--- src/rtl/dwin_pkg.sv ---
package dwin_pkg;
  typedef enum logic [2:0] {
    S_IDLE,
    S_HDR,
    S_PIX,
    S_CMD,
    S_DRAIN
  } seq_st_t;

  localparam logic OP_WINDOW = 1'b0;
  localparam logic OP_CMD    = 1'b1;
  localparam int   HDR_LAST  = 6;
endpackage

--- src/rtl/dwin_por.sv ---
module dwin_por #(
  parameter int CYC = 12500
) (
  input  logic clk,
  input  logic rst,
  output logic rst_n_o,
  output logic done_o
);
  localparam int CW = $clog2(CYC + 1);
  logic [CW-1:0] cnt;

  always_ff @(posedge clk) begin
    if (rst) begin
      cnt     <= '0;
      rst_n_o <= 1'b0;
      done_o  <= 1'b0;
    end else if (!done_o) begin
      if (cnt == CW'(CYC - 1)) begin
        cnt <= '0;
        if (!rst_n_o) rst_n_o <= 1'b1;
        else          done_o  <= 1'b1;
      end else begin
        cnt <= cnt + 1'b1;
      end
    end
  end
endmodule

--- src/rtl/dwin_spi_tx.sv ---
module dwin_spi_tx #(
  parameter int HALF = 7
) (
  input  logic       clk,
  input  logic       rst,
  input  logic       start,
  input  logic [7:0] din,
  output logic       idle,
  output logic       sclk,
  output logic       mosi,
  output logic       cs_n
);
  localparam int DW = (HALF > 1) ? $clog2(HALF) : 1;
  logic [DW-1:0] div;
  logic [2:0]    bitn;
  logic [7:0]    sh;
  logic          act;

  assign idle = !act;

  always_ff @(posedge clk) begin
    if (rst) begin
      act  <= 1'b0;
      div  <= '0;
      bitn <= '0;
      sh   <= '0;
      sclk <= 1'b0;
      mosi <= 1'b0;
      cs_n <= 1'b1;
    end else if (!act) begin
      if (start) begin
        act  <= 1'b1;
        sh   <= din;
        mosi <= din[7];
        cs_n <= 1'b0;
        sclk <= 1'b0;
        div  <= '0;
        bitn <= '0;
      end
    end else if (div == DW'(HALF - 1)) begin
      div <= '0;
      if (!sclk) begin
        sclk <= 1'b1;
      end else begin
        sclk <= 1'b0;
        if (bitn == 3'd7) begin
          act  <= 1'b0;
          cs_n <= 1'b1;
          mosi <= 1'b0;
        end else begin
          bitn <= bitn + 1'b1;
          sh   <= {sh[6:0], 1'b0};
          mosi <= sh[6];
        end
      end
    end else begin
      div <= div + 1'b1;
    end
  end
endmodule

--- src/rtl/dwin_pix_fmt.sv ---
module dwin_pix_fmt (
  input  logic        color,
  input  logic [1:0]  sub,
  input  logic [31:0] data,
  output logic [7:0]  byte_o
);
  always_comb begin
    if (!color) begin
      byte_o = data[7:0];
    end else begin
      case (sub)
        2'd0:    byte_o = {2'b00, data[31:26]};
        2'd1:    byte_o = {2'b00, data[23:18]};
        default: byte_o = {2'b00, data[15:10]};
      endcase
    end
  end
endmodule

--- src/rtl/dwin_seq.sv ---
module dwin_seq #(
  parameter int         POR_CYCLES = 12500,
  parameter int         SCK_HALF   = 7,
  parameter int         PANEL_H    = 128,
  parameter int         LEN_W      = 5,
  parameter logic [7:0] G_ROW_OP   = 8'h75,
  parameter logic [7:0] G_COL_OP   = 8'h15,
  parameter logic [7:0] G_WR_OP    = 8'h5C,
  parameter logic [7:0] C_ROW_OP   = 8'h75,
  parameter logic [7:0] C_COL_OP   = 8'h15,
  parameter logic [7:0] C_WR_OP    = 8'h5C
) (
  input  logic             clk,
  input  logic             rst,
  input  logic             req_valid,
  input  logic             req_op,
  input  logic             req_color,
  input  logic             req_flip,
  input  logic             req_late_dc,
  input  logic [7:0]       req_col_start,
  input  logic [7:0]       req_col_end,
  input  logic [7:0]       req_row_start,
  input  logic [7:0]       req_row_end,
  input  logic [LEN_W-1:0] req_len,
  output logic             busy,
  output logic             req_err,
  input  logic [31:0]      px_data,
  input  logic             px_valid,
  output logic             px_ready,
  output logic             lcd_rst_n,
  output logic             lcd_dc,
  output logic             spi_sclk,
  output logic             spi_mosi,
  output logic             spi_cs_n
);
  import dwin_pkg::*;

  localparam logic [7:0] ROW_OFS = 8'(132 - PANEL_H);

  seq_st_t          st;
  logic [2:0]       idx;
  logic [7:0]       rows_left;
  logic [9:0]       bcnt;
  logic [1:0]       sub;
  logic [LEN_W-1:0] k;
  logic             r_color, r_flip, r_late;
  logic [7:0]       r_cs, r_ce, r_rs, r_re;
  logic [LEN_W-1:0] r_len;

  logic       por_done, tx_idle, launch, have, pop, tx_dc, hdr_dc;
  logic [7:0] tx_byte, hdr_byte, fmt_byte, row_ofs;
  logic [8:0] npix;
  logic [9:0] rowlen_m1;
  logic       bad_req;

  dwin_por #(.CYC(POR_CYCLES)) u_por (
    .clk(clk), .rst(rst), .rst_n_o(lcd_rst_n), .done_o(por_done)
  );

  dwin_spi_tx #(.HALF(SCK_HALF)) u_tx (
    .clk(clk), .rst(rst), .start(launch), .din(tx_byte),
    .idle(tx_idle), .sclk(spi_sclk), .mosi(spi_mosi), .cs_n(spi_cs_n)
  );

  dwin_pix_fmt u_fmt (
    .color(r_color), .sub(sub), .data(px_data), .byte_o(fmt_byte)
  );

  assign npix      = {1'b0, r_ce - r_cs} + 9'd1;
  assign rowlen_m1 = r_color ? ({1'b0, npix} + {npix, 1'b0} - 10'd1)
                             : ({npix, 1'b0} - 10'd1);
  assign row_ofs   = (r_color && r_flip) ? ROW_OFS : 8'd0;
  assign bad_req   = (req_op == OP_CMD) ? (req_len == '0)
                   : ((req_col_end < req_col_start) || (req_row_end < req_row_start));

  always_comb begin
    case (idx)
      3'd0:    hdr_byte = r_color ? C_ROW_OP : G_ROW_OP;
      3'd1:    hdr_byte = r_rs + row_ofs;
      3'd2:    hdr_byte = r_re + row_ofs;
      3'd3:    hdr_byte = r_color ? C_COL_OP : G_COL_OP;
      3'd4:    hdr_byte = r_cs;
      3'd5:    hdr_byte = r_ce;
      default: hdr_byte = r_color ? C_WR_OP : G_WR_OP;
    endcase
    hdr_dc = !(idx == 3'd0 || idx == 3'd3 || idx == 3'(HDR_LAST));
  end

  always_comb begin
    tx_byte = hdr_byte;
    tx_dc   = hdr_dc;
    have    = 1'b0;
    pop     = 1'b0;
    case (st)
      S_HDR: have = 1'b1;
      S_PIX: begin
        have    = px_valid;
        tx_byte = fmt_byte;
        tx_dc   = 1'b1;
        pop     = !r_color || (sub == 2'd2);
      end
      S_CMD: begin
        have    = px_valid;
        tx_byte = px_data[7:0];
        tx_dc   = (k != '0) && !r_late;
        pop     = 1'b1;
      end
      default: ;
    endcase
  end

  assign launch   = have && tx_idle;
  assign px_ready = launch && pop;
  assign busy     = !por_done || (st != S_IDLE);
  assign lcd_dc   = tx_dc_q;

  logic tx_dc_q;

  always_ff @(posedge clk) begin
    if (rst) begin
      st        <= S_IDLE;
      idx       <= '0;
      rows_left <= '0;
      bcnt      <= '0;
      sub       <= '0;
      k         <= '0;
      r_color   <= 1'b0;
      r_flip    <= 1'b0;
      r_late    <= 1'b0;
      r_cs      <= '0;
      r_ce      <= '0;
      r_rs      <= '0;
      r_re      <= '0;
      r_len     <= '0;
      tx_dc_q   <= 1'b0;
      req_err   <= 1'b0;
    end else begin
      req_err <= 1'b0;
      case (st)
        S_IDLE: if (por_done && req_valid) begin
          if (bad_req) begin
            req_err <= 1'b1;
          end else begin
            r_color   <= req_color;
            r_flip    <= req_flip;
            r_late    <= req_late_dc;
            r_cs      <= req_col_start;
            r_ce      <= req_col_end;
            r_rs      <= req_row_start;
            r_re      <= req_row_end;
            r_len     <= req_len;
            rows_left <= req_row_end - req_row_start;
            idx       <= '0;
            bcnt      <= '0;
            sub       <= '0;
            k         <= '0;
            st        <= (req_op == OP_CMD) ? S_CMD : S_HDR;
          end
        end
        S_HDR: if (launch) begin
          tx_dc_q <= tx_dc;
          idx     <= idx + 1'b1;
          if (idx == 3'(HDR_LAST)) st <= S_PIX;
        end
        S_PIX: if (launch) begin
          tx_dc_q <= 1'b1;
          sub     <= (r_color && sub != 2'd2) ? sub + 1'b1 : 2'd0;
          if (bcnt == rowlen_m1) begin
            bcnt <= '0;
            if (rows_left == 8'd0) st <= S_DRAIN;
            else                   rows_left <= rows_left - 1'b1;
          end else begin
            bcnt <= bcnt + 1'b1;
          end
        end
        S_CMD: if (launch) begin
          tx_dc_q <= tx_dc;
          k       <= k + 1'b1;
          if (k == r_len - 1'b1) st <= S_DRAIN;
        end
        S_DRAIN: if (tx_idle) st <= S_IDLE;
        default: st <= S_IDLE;
      endcase
    end
  end
endmodule

--- config.mk ---
export PLATFORM = sky130hd
export DESIGN_NAME = dwin_seq
export DESIGN_NICKNAME = d
export VERILOG_FILES = /design/src/rtl/dwin_pkg.sv /design/src/rtl/dwin_por.sv /design/src/rtl/dwin_spi_tx.sv /design/src/rtl/dwin_pix_fmt.sv /design/src/rtl/dwin_seq.sv
export SDC_FILE = /design/constraint.sdc
export NUM_CORES = 1
export LEC_CHECK = 0
export ABC_AREA = 1
export BUFFER_PORTS_ARGS = -buffer_cell sky130_fd_sc_hd__clkbuf_2
export CAP_MARGIN = 30
export CORE_UTILIZATION = 64
export DETAILED_ROUTE_END_ITERATION = 8
export PLACE_DENSITY = 0.86
export SKIP_LAST_GASP = 1
export SLEW_MARGIN = 20
export SYNTH_ARGS = -nofsm -noshare
export SYNTH_HDL_FRONTEND = slang
export SYNTH_SLANG_ARGS = --single-unit
--- constraint.sdc ---
create_clock -name clk -period 7.5 [get_ports clk]
set_input_delay 0.75 -clock clk [delete_from_list [all_inputs] [get_ports clk]]
set_output_delay 0.75 -clock clk [all_outputs]
set_load 0.02 [all_outputs]
# After elaboration in Yosys (flattened, before gate mapping)
# Index checks and enable logic that the tools add are counted.
[word_totals] ff_bits=106 input_bits=77 output_inout_bits=8 word_cells=210
[op_classes] add_sub_neg=17 magnitude_cmp=2 n_eq_ne=34 mux=84 bitwise=4 reduce_logical=43
[ops] operator="$mux 3" count=21
[ops] operator="$mux 10" count=5
[ops] operator="$mux 8" count=6
[ops] operator="$pmux 8 s6" count=1
[ops] operator="$mux 7" count=5
[ops] operator="$pmux 8 s2" count=2
[ops] operator="$ne 2x2->1 const B" count=15
[ops] operator="$mux 1" count=26
[ops] operator="$pmux 10 s2" count=1
[ops] operator="$reduce_and 4->1" count=5
[ops] operator="$sub 10x1->10 const B" count=2
[ops] operator="$eq 3x3->1 const B" count=6
[ops] operator="$add 8x3->8" count=2
[ops] operator="$lt 8x8->1" count=2
[ops] operator="$sub 8x8->8" count=2
[ops] operator="$mux 5" count=3
[ops] operator="$pmux 3 s5" count=1
[ops] operator="$add 14x1->14 const B" count=1
[ops] operator="$eq 14x14->1 const B" count=1
[ops] operator="$mux 14" count=1
[ops] operator="$eq 3x2->1 const B" count=4
[ops] operator="$pmux 6 s2" count=1
[ops] operator="$add 10x1->10 const B" count=1
[ops] operator="$add 9x10->10" count=1
[ops] operator="other kinds (34)" count=69

# Logic depth before layout (Yosys ltp)
[depth] depth_word=9 depth_mapped=31

# Cells and area by module
# From an unflattened synthesis, not the netlist that was laid out.
[hier_totals] cells_unflattened=1236 area_unflattened_um2=7980.2
[by_module_without_submodules] module="dwin_seq" n_inst=1 cells_each=933 area_each_um2=5978.2 seq_area_each_um2=1461.4
[by_module_without_submodules] module="dwin_spi_tx" n_inst=1 cells_each=135 area_each_um2=923.4 seq_area_each_um2=340.3
[by_module_without_submodules] module="dwin_por" n_inst=1 cells_each=118 area_each_um2=838.3 seq_area_each_um2=320.3
[by_module_without_submodules] module="dwin_pix_fmt" n_inst=1 cells_each=50 area_each_um2=240.2 seq_area_each_um2=0.0

# Worst setup path after synthesis
# OpenSTA, ideal clock, no wires.
[synth_timing] kind="register to register" startpoint="register r_ce[0]" endpoint="register st[1]" arrival_time_ns=3.791 setup_slack_ns=3.594 path_stages_with_launch=29 path_buffers=1 cell_sequence="dfxtp_1 inv_1 ha_1 inv_1 fa_1 ha_1 nand3_2 inv_1 nand3_2 nor2_2 nand2_1 nand2_1 nand2_2 ha_1 inv_1 ha_1 inv_1 o311ai_0 xnor2_1 nand2_1 nand2_1 nand2_1 nand2_1 nand4_2 nand2_4 buf_6 nand3_1 nand2_1 nor2_1"
[synth_between] elab_chain_len=8
[synth_rtl] item="start: declaration" line="dwin_seq.sv:47" rtl="logic [7:0] r_cs, r_ce, r_rs, r_re;"
[synth_rtl] item="start signal: assignment" line="dwin_seq.sv:148" rtl="r_ce <= req_col_end;"
[synth_rtl] item="$sub 8x8->8 *" line="dwin_seq.sv:69" rtl="assign npix = {1'b0, r_ce - r_cs} + 9'd1;"
[synth_rtl] item="$add 8x1->9 *" line="dwin_seq.sv:69"
[synth_rtl] item="$add 9x10->10" line="dwin_seq.sv:70" rtl="assign rowlen_m1 = r_color ? ({1'b0, npix} + {npix, 1'b0} - 10'd1)"
[synth_rtl] item="$sub 10x1->10" line="dwin_seq.sv:70"
[synth_rtl] item="$mux 10 *" line="dwin_seq.sv:70"
[synth_rtl] item="$eq 10x10->1 *" line="dwin_seq.sv:168" rtl="if (bcnt == rowlen_m1) begin"
[synth_rtl] item="$ne 2x2->1 (no source line) *"
[synth_rtl] item="$reduce_and 10->1 (no source line) *"
[synth_rtl] item="end signal: assignment" line="dwin_seq.sv:157" rtl="st <= (req_op == OP_CMD) ? S_CMD : S_HDR;"
[synth_rtl] item="end: declaration" line="dwin_seq.sv:40" rtl="seq_st_t st;"
# Mark *: on every way between the ends. The rest lies on a longest branch, timed or not.
# A chain may end at the register's enable or synchronous reset.

# Worst setup path in the final report
[layout_timing] startpoint="register r_ce[0]" endpoint="register bcnt[5]"
[layout_between] elab_chain_len=9
[layout_rtl] item="$sub 8x8->8 *" line="dwin_seq.sv:69"
[layout_rtl] item="$add 8x1->9 *" line="dwin_seq.sv:69"
[layout_rtl] item="$add 9x10->10" line="dwin_seq.sv:70"
[layout_rtl] item="$sub 10x1->10" line="dwin_seq.sv:70"
[layout_rtl] item="$mux 10 *" line="dwin_seq.sv:70"
[layout_rtl] item="$eq 10x10->1 *" line="dwin_seq.sv:168"
[layout_rtl] item="$mux 10 *" line="dwin_seq.sv:168"
[layout_rtl] item="$mux 10 *" line="dwin_seq.sv:165" rtl="S_PIX: if (launch) begin"
[layout_rtl] item="$pmux 10 s2 *" line="dwin_seq.sv:139" rtl="case (st)"
[layout_rtl] item="end signal: assignment" line="dwin_seq.sv:173" rtl="bcnt <= bcnt + 1'b1;"
[layout_rtl] item="end: declaration" line="dwin_seq.sv:43" rtl="logic [9:0] bcnt;"
# Mark *: on every way between the ends. The rest lies on a longest branch, timed or not. The select of a mux whose other input is x is not followed.

==> results.json <==
{
  "hold_slack_ns": 0.455,
  "rows": 39,
  "maximum_number_of_pins_on_one_net_before_global_route_repair": 63,
  "vias_in_the_first_global_route": 6691,
  "die-width_microns": 110,
  "timing.critical_path.to_type": "flip-flop",
  "postLayoutSetupSlackWorst_ns": 2.93,
  "critPathLaunchType": "flip-flop",
  "initial_utilization": 0.656,
  "cts.hold.buffers_added": 0,
  "cts_inserted_buffers": 9,
  "top_library_cells_by_usage_in_the_layout_fill_and_taps_aside": "sky130_fd_sc_hd__nand2_1, sky130_fd_sc_hd__inv_1, sky130_fd_sc_hd__nor2_1",
  "grt_antenna_before_repair": 0,
  "post_route_drc": 0,
  "cts.repair_timing.setup_buffer_count": 0,
  "postLayoutCoreUtil": 0.719,
  "worst_slew_pin_slew_ns": 0.655,
  "post_route_cells_drive_above_1_share": 0.113,
  "final_setup_vio_count": 0,
  "final_hold_violation_count": 0,
  "synthesis.area_sq_um": 7450,
  "grt_setup_unrepaired": "false",
  "cp.required_ns": 7.74,
  "cts_tree": "done",
  "timing.max_slew.rel_slack": 0.562,
  "slew_violations": 0,
  "top_level_ports": 85,
  "place_congestion": 0.905,
  "dp_worst_setup_slack_ns": 2.96,
  "layout.cells.non_filler": 1333,
  "postSynthAreaPerCell_sq_um": 6.65,
  "route.antenna.remaining_nets": 0,
  "ys_async_sr_fraction": 0,
  "first_pass_iters": 5,
  "status": "complete, no violations",
  "n_antenna_cell": 0,
  "sum_neg_setup_slack_ns": 0,
  "detailedPlacementHpwl_mm": 13.5,
  "postCtsResizedCells": 0,
  "final.setup_skew_ns": 0.00494,
  "layout.cells.most_common": "sky130_fd_sc_hd__nand2_1",
  "synth_seq_cells": 106,
  "grt_overflow": 0,
  "max_stage_delay_ns": 0.54,
  "post-route-cell-area_sq_um": 8180,
  "place.detailed.instances": 1317,
  "via_per_instance_ratio": 5.64,
  "flow.area_growth_from_synthesis_pct": 9.75,
  "mappedNetlistNets": 1260,
  "yosys_warnings": 0,
  "hold_class": "reg2reg",
  "first_pass_grt_wire_length_mm": 29.9,
  "cellLeakagePower_nw": 3.89,
  "worst_ep_arrival_time_ns": 4.81,
  "clk_latency_ns": 0.35,
  "syn-instance-count": 1121,
  "critical_path.most_common_cell": "sky130_fd_sc_hd__nand2_1",
  "core_outline_area_sq_um": 11400,
  "finalCritPeriodShare": 0.610,
  "placed_area_sq_um": 7910,
  "cts_max_level": 3,
  "synth_top_flop_cell": "sky130_fd_sc_hd__dfxtp_1",
  "power-per-cell-area_nw_per_um2": 168,
  "clock_sink_count": 106,
  "cts-root-buf": "sky130_fd_sc_hd__clkbuf_16",
  "dieArea_sq_um": 12100,
  "timing_worst_setup_path_type": "reg2reg",
  "cap_violations": 0,
  "first_iter_violations": 497,
  "max-vdd-ir-drop_uv": 116,
  "nets": 1324,
  "num_vias": 7516,
  "drt_wl_total_mm": 18.0,
  "slowest_stage": "sky130_fd_sc_hd__fa_1",
  "drt-wirelength-per-cell_microns": 13.5,
  "vert_die_dim_microns": 110,
  "portBuffers": 78,
  "cts.path.max_buffers": 2,
  "post_cts_clock_slew_at_the_launch_and_capture_registers_of_the_worst_setup_and_hold_paths_ns": 0.07,
  "synth_edf_count": 0,
  "post-layout-total-power_mw": 1.37,
  "grt_util_all_layers": 0.316,
  "ys_seq_area_frac": 0.285,
  "crit_fanout": 17,
  "max_freq_mhz": 219,
  "synth.lib_cells_used.distinct": 57,
  "timing.final.crit_period_ns": 4.57
}
==> kinds of logic (layout without fill, tap and decap cells) <==
group,count (synthesis),in the layout,synth area share
adder cells (fa/ha/maj),62,62,0.106
flip-flops,106,106,0.285
AO/OA/AOI/OAI,253,253,0.189
AND/OR/NAND/NOR,478,478,0.281
multiplexers,3,3,0.00403
buffers and inverters,190,259,0.101
XOR/XNOR,29,29,0.0341
==> sequential cells by signal (all words and copies together) (netlist names), 7 cells and up <==
register	cells
bcnt	10
r_rs	8
rows_left	8
u_por.cnt	14
u_tx.sh	7
r_re	8
r_cs	8
r_ce	8
==> power by group <==
part | internal [mW] | switching [mW] | total (mW)
Sequential | 0.590 | 0.0243 | 0.615
Clock | 0.235 | 0.212 | 0.447
Combinational | 0.108 | 0.201 | 0.309
Total | 0.934 | 0.437 | 1.37
==> area by class of cell <==
cell class | instances | area (sq um)
Multi-Input combinational cell | 825 | 4580
Fill cell | 972 | 3190
Sequential cell | 106 | 2120
Inverter | 161 | 604
Timing Repair Buffer | 82 | 420
Clock buffer | 12 | 246
Tap cell | 143 | 179
Clock inverter | 4 | 27.5
==> cell usage after synthesis (2+ instances only) <==
| cell type | number | area share |
|---|---|---|
| sky130_fd_sc_hd__a211oi_1 | 7 | 0.0071 |
| sky130_fd_sc_hd__a21boi_0 | 2 | 0.0020 |
| sky130_fd_sc_hd__a21oi_1 | 108 | 0.073 |
| sky130_fd_sc_hd__a221oi_1 | 4 | 0.0047 |
| sky130_fd_sc_hd__a31oi_1 | 8 | 0.0067 |
| sky130_fd_sc_hd__and3_1 | 2 | 0.0017 |
| sky130_fd_sc_hd__buf_1 | 2 | 0.0010 |
| sky130_fd_sc_hd__buf_2 | 4 | 0.0027 |
| sky130_fd_sc_hd__clkbuf_1 | 18 | 0.0091 |
| sky130_fd_sc_hd__clkbuf_8 | 2 | 0.0037 |
| sky130_fd_sc_hd__clkinv_1 | 2 | 0.0010 |
| sky130_fd_sc_hd__dfxtp_1 | 106 | 0.28 |
| sky130_fd_sc_hd__fa_1 | 2 | 0.0054 |
| sky130_fd_sc_hd__ha_1 | 60 | 0.10 |
| sky130_fd_sc_hd__inv_1 | 153 | 0.077 |
| sky130_fd_sc_hd__inv_2 | 6 | 0.0030 |
| sky130_fd_sc_hd__mux2i_1 | 3 | 0.0040 |
| sky130_fd_sc_hd__nand2_1 | 227 | 0.11 |
| sky130_fd_sc_hd__nand2_2 | 10 | 0.0084 |
| sky130_fd_sc_hd__nand2_4 | 2 | 0.0030 |
| sky130_fd_sc_hd__nand3_1 | 70 | 0.047 |
| sky130_fd_sc_hd__nand3_2 | 4 | 0.0054 |
| sky130_fd_sc_hd__nand3b_1 | 9 | 0.0091 |
| sky130_fd_sc_hd__nand4_1 | 10 | 0.0084 |
| sky130_fd_sc_hd__nor2_1 | 115 | 0.058 |
| sky130_fd_sc_hd__nor2_2 | 4 | 0.0034 |
| sky130_fd_sc_hd__nor2_4 | 3 | 0.0045 |
| sky130_fd_sc_hd__nor3_1 | 10 | 0.0067 |
| sky130_fd_sc_hd__nor3b_1 | 2 | 0.0020 |
| sky130_fd_sc_hd__nor4_1 | 4 | 0.0034 |
| sky130_fd_sc_hd__o211ai_1 | 8 | 0.0081 |
| sky130_fd_sc_hd__o21ai_0 | 92 | 0.062 |
| sky130_fd_sc_hd__o21ai_1 | 2 | 0.0013 |
| sky130_fd_sc_hd__o221ai_1 | 3 | 0.0035 |
| sky130_fd_sc_hd__o22ai_1 | 5 | 0.0042 |
| sky130_fd_sc_hd__or2_2 | 4 | 0.0034 |
| sky130_fd_sc_hd__xnor2_1 | 8 | 0.0094 |
| sky130_fd_sc_hd__xor2_1 | 21 | 0.025 |
==> worst paths after layout <==
| path | startpoint | end | slack (ns) | cells after the start |
|---|---|---|---|---|
| worst max-delay path | r_ce[0] | bcnt[5] | 2.93 | 27 |
| worst min-delay path | r_rs[0] | r_rs[0] | 0.45 | 2 |
| worst max register to register | r_ce[0] | bcnt[5] | 2.93 | 27 |
| worst min register to register | r_rs[0] | r_rs[0] | 0.45 | 2 |
==> layer usage <==
metal  up-vias  part of all wire  global-route usage
met1      3369              0.44               0.396
met4         0             0.033               0.152
met5         -                 0                   0
met3        51             0.058              0.0456
met2       260              0.47               0.528
li1       3836                 -                   -
==> worst max-delay path: cells and delay by family, from the launching register on <==
kind	cells	cell delay, ns
XOR/XNOR	1	0.17
buffers and inverters	5	0.36
flip-flops	1	0.31
adder cells (fa/ha/maj)	5	1.53
AO/OA/AOI/OAI	1	0.40
AND/OR/NAND/NOR	15	1.68
Note: power is estimated with default switching activity, not from simulation.
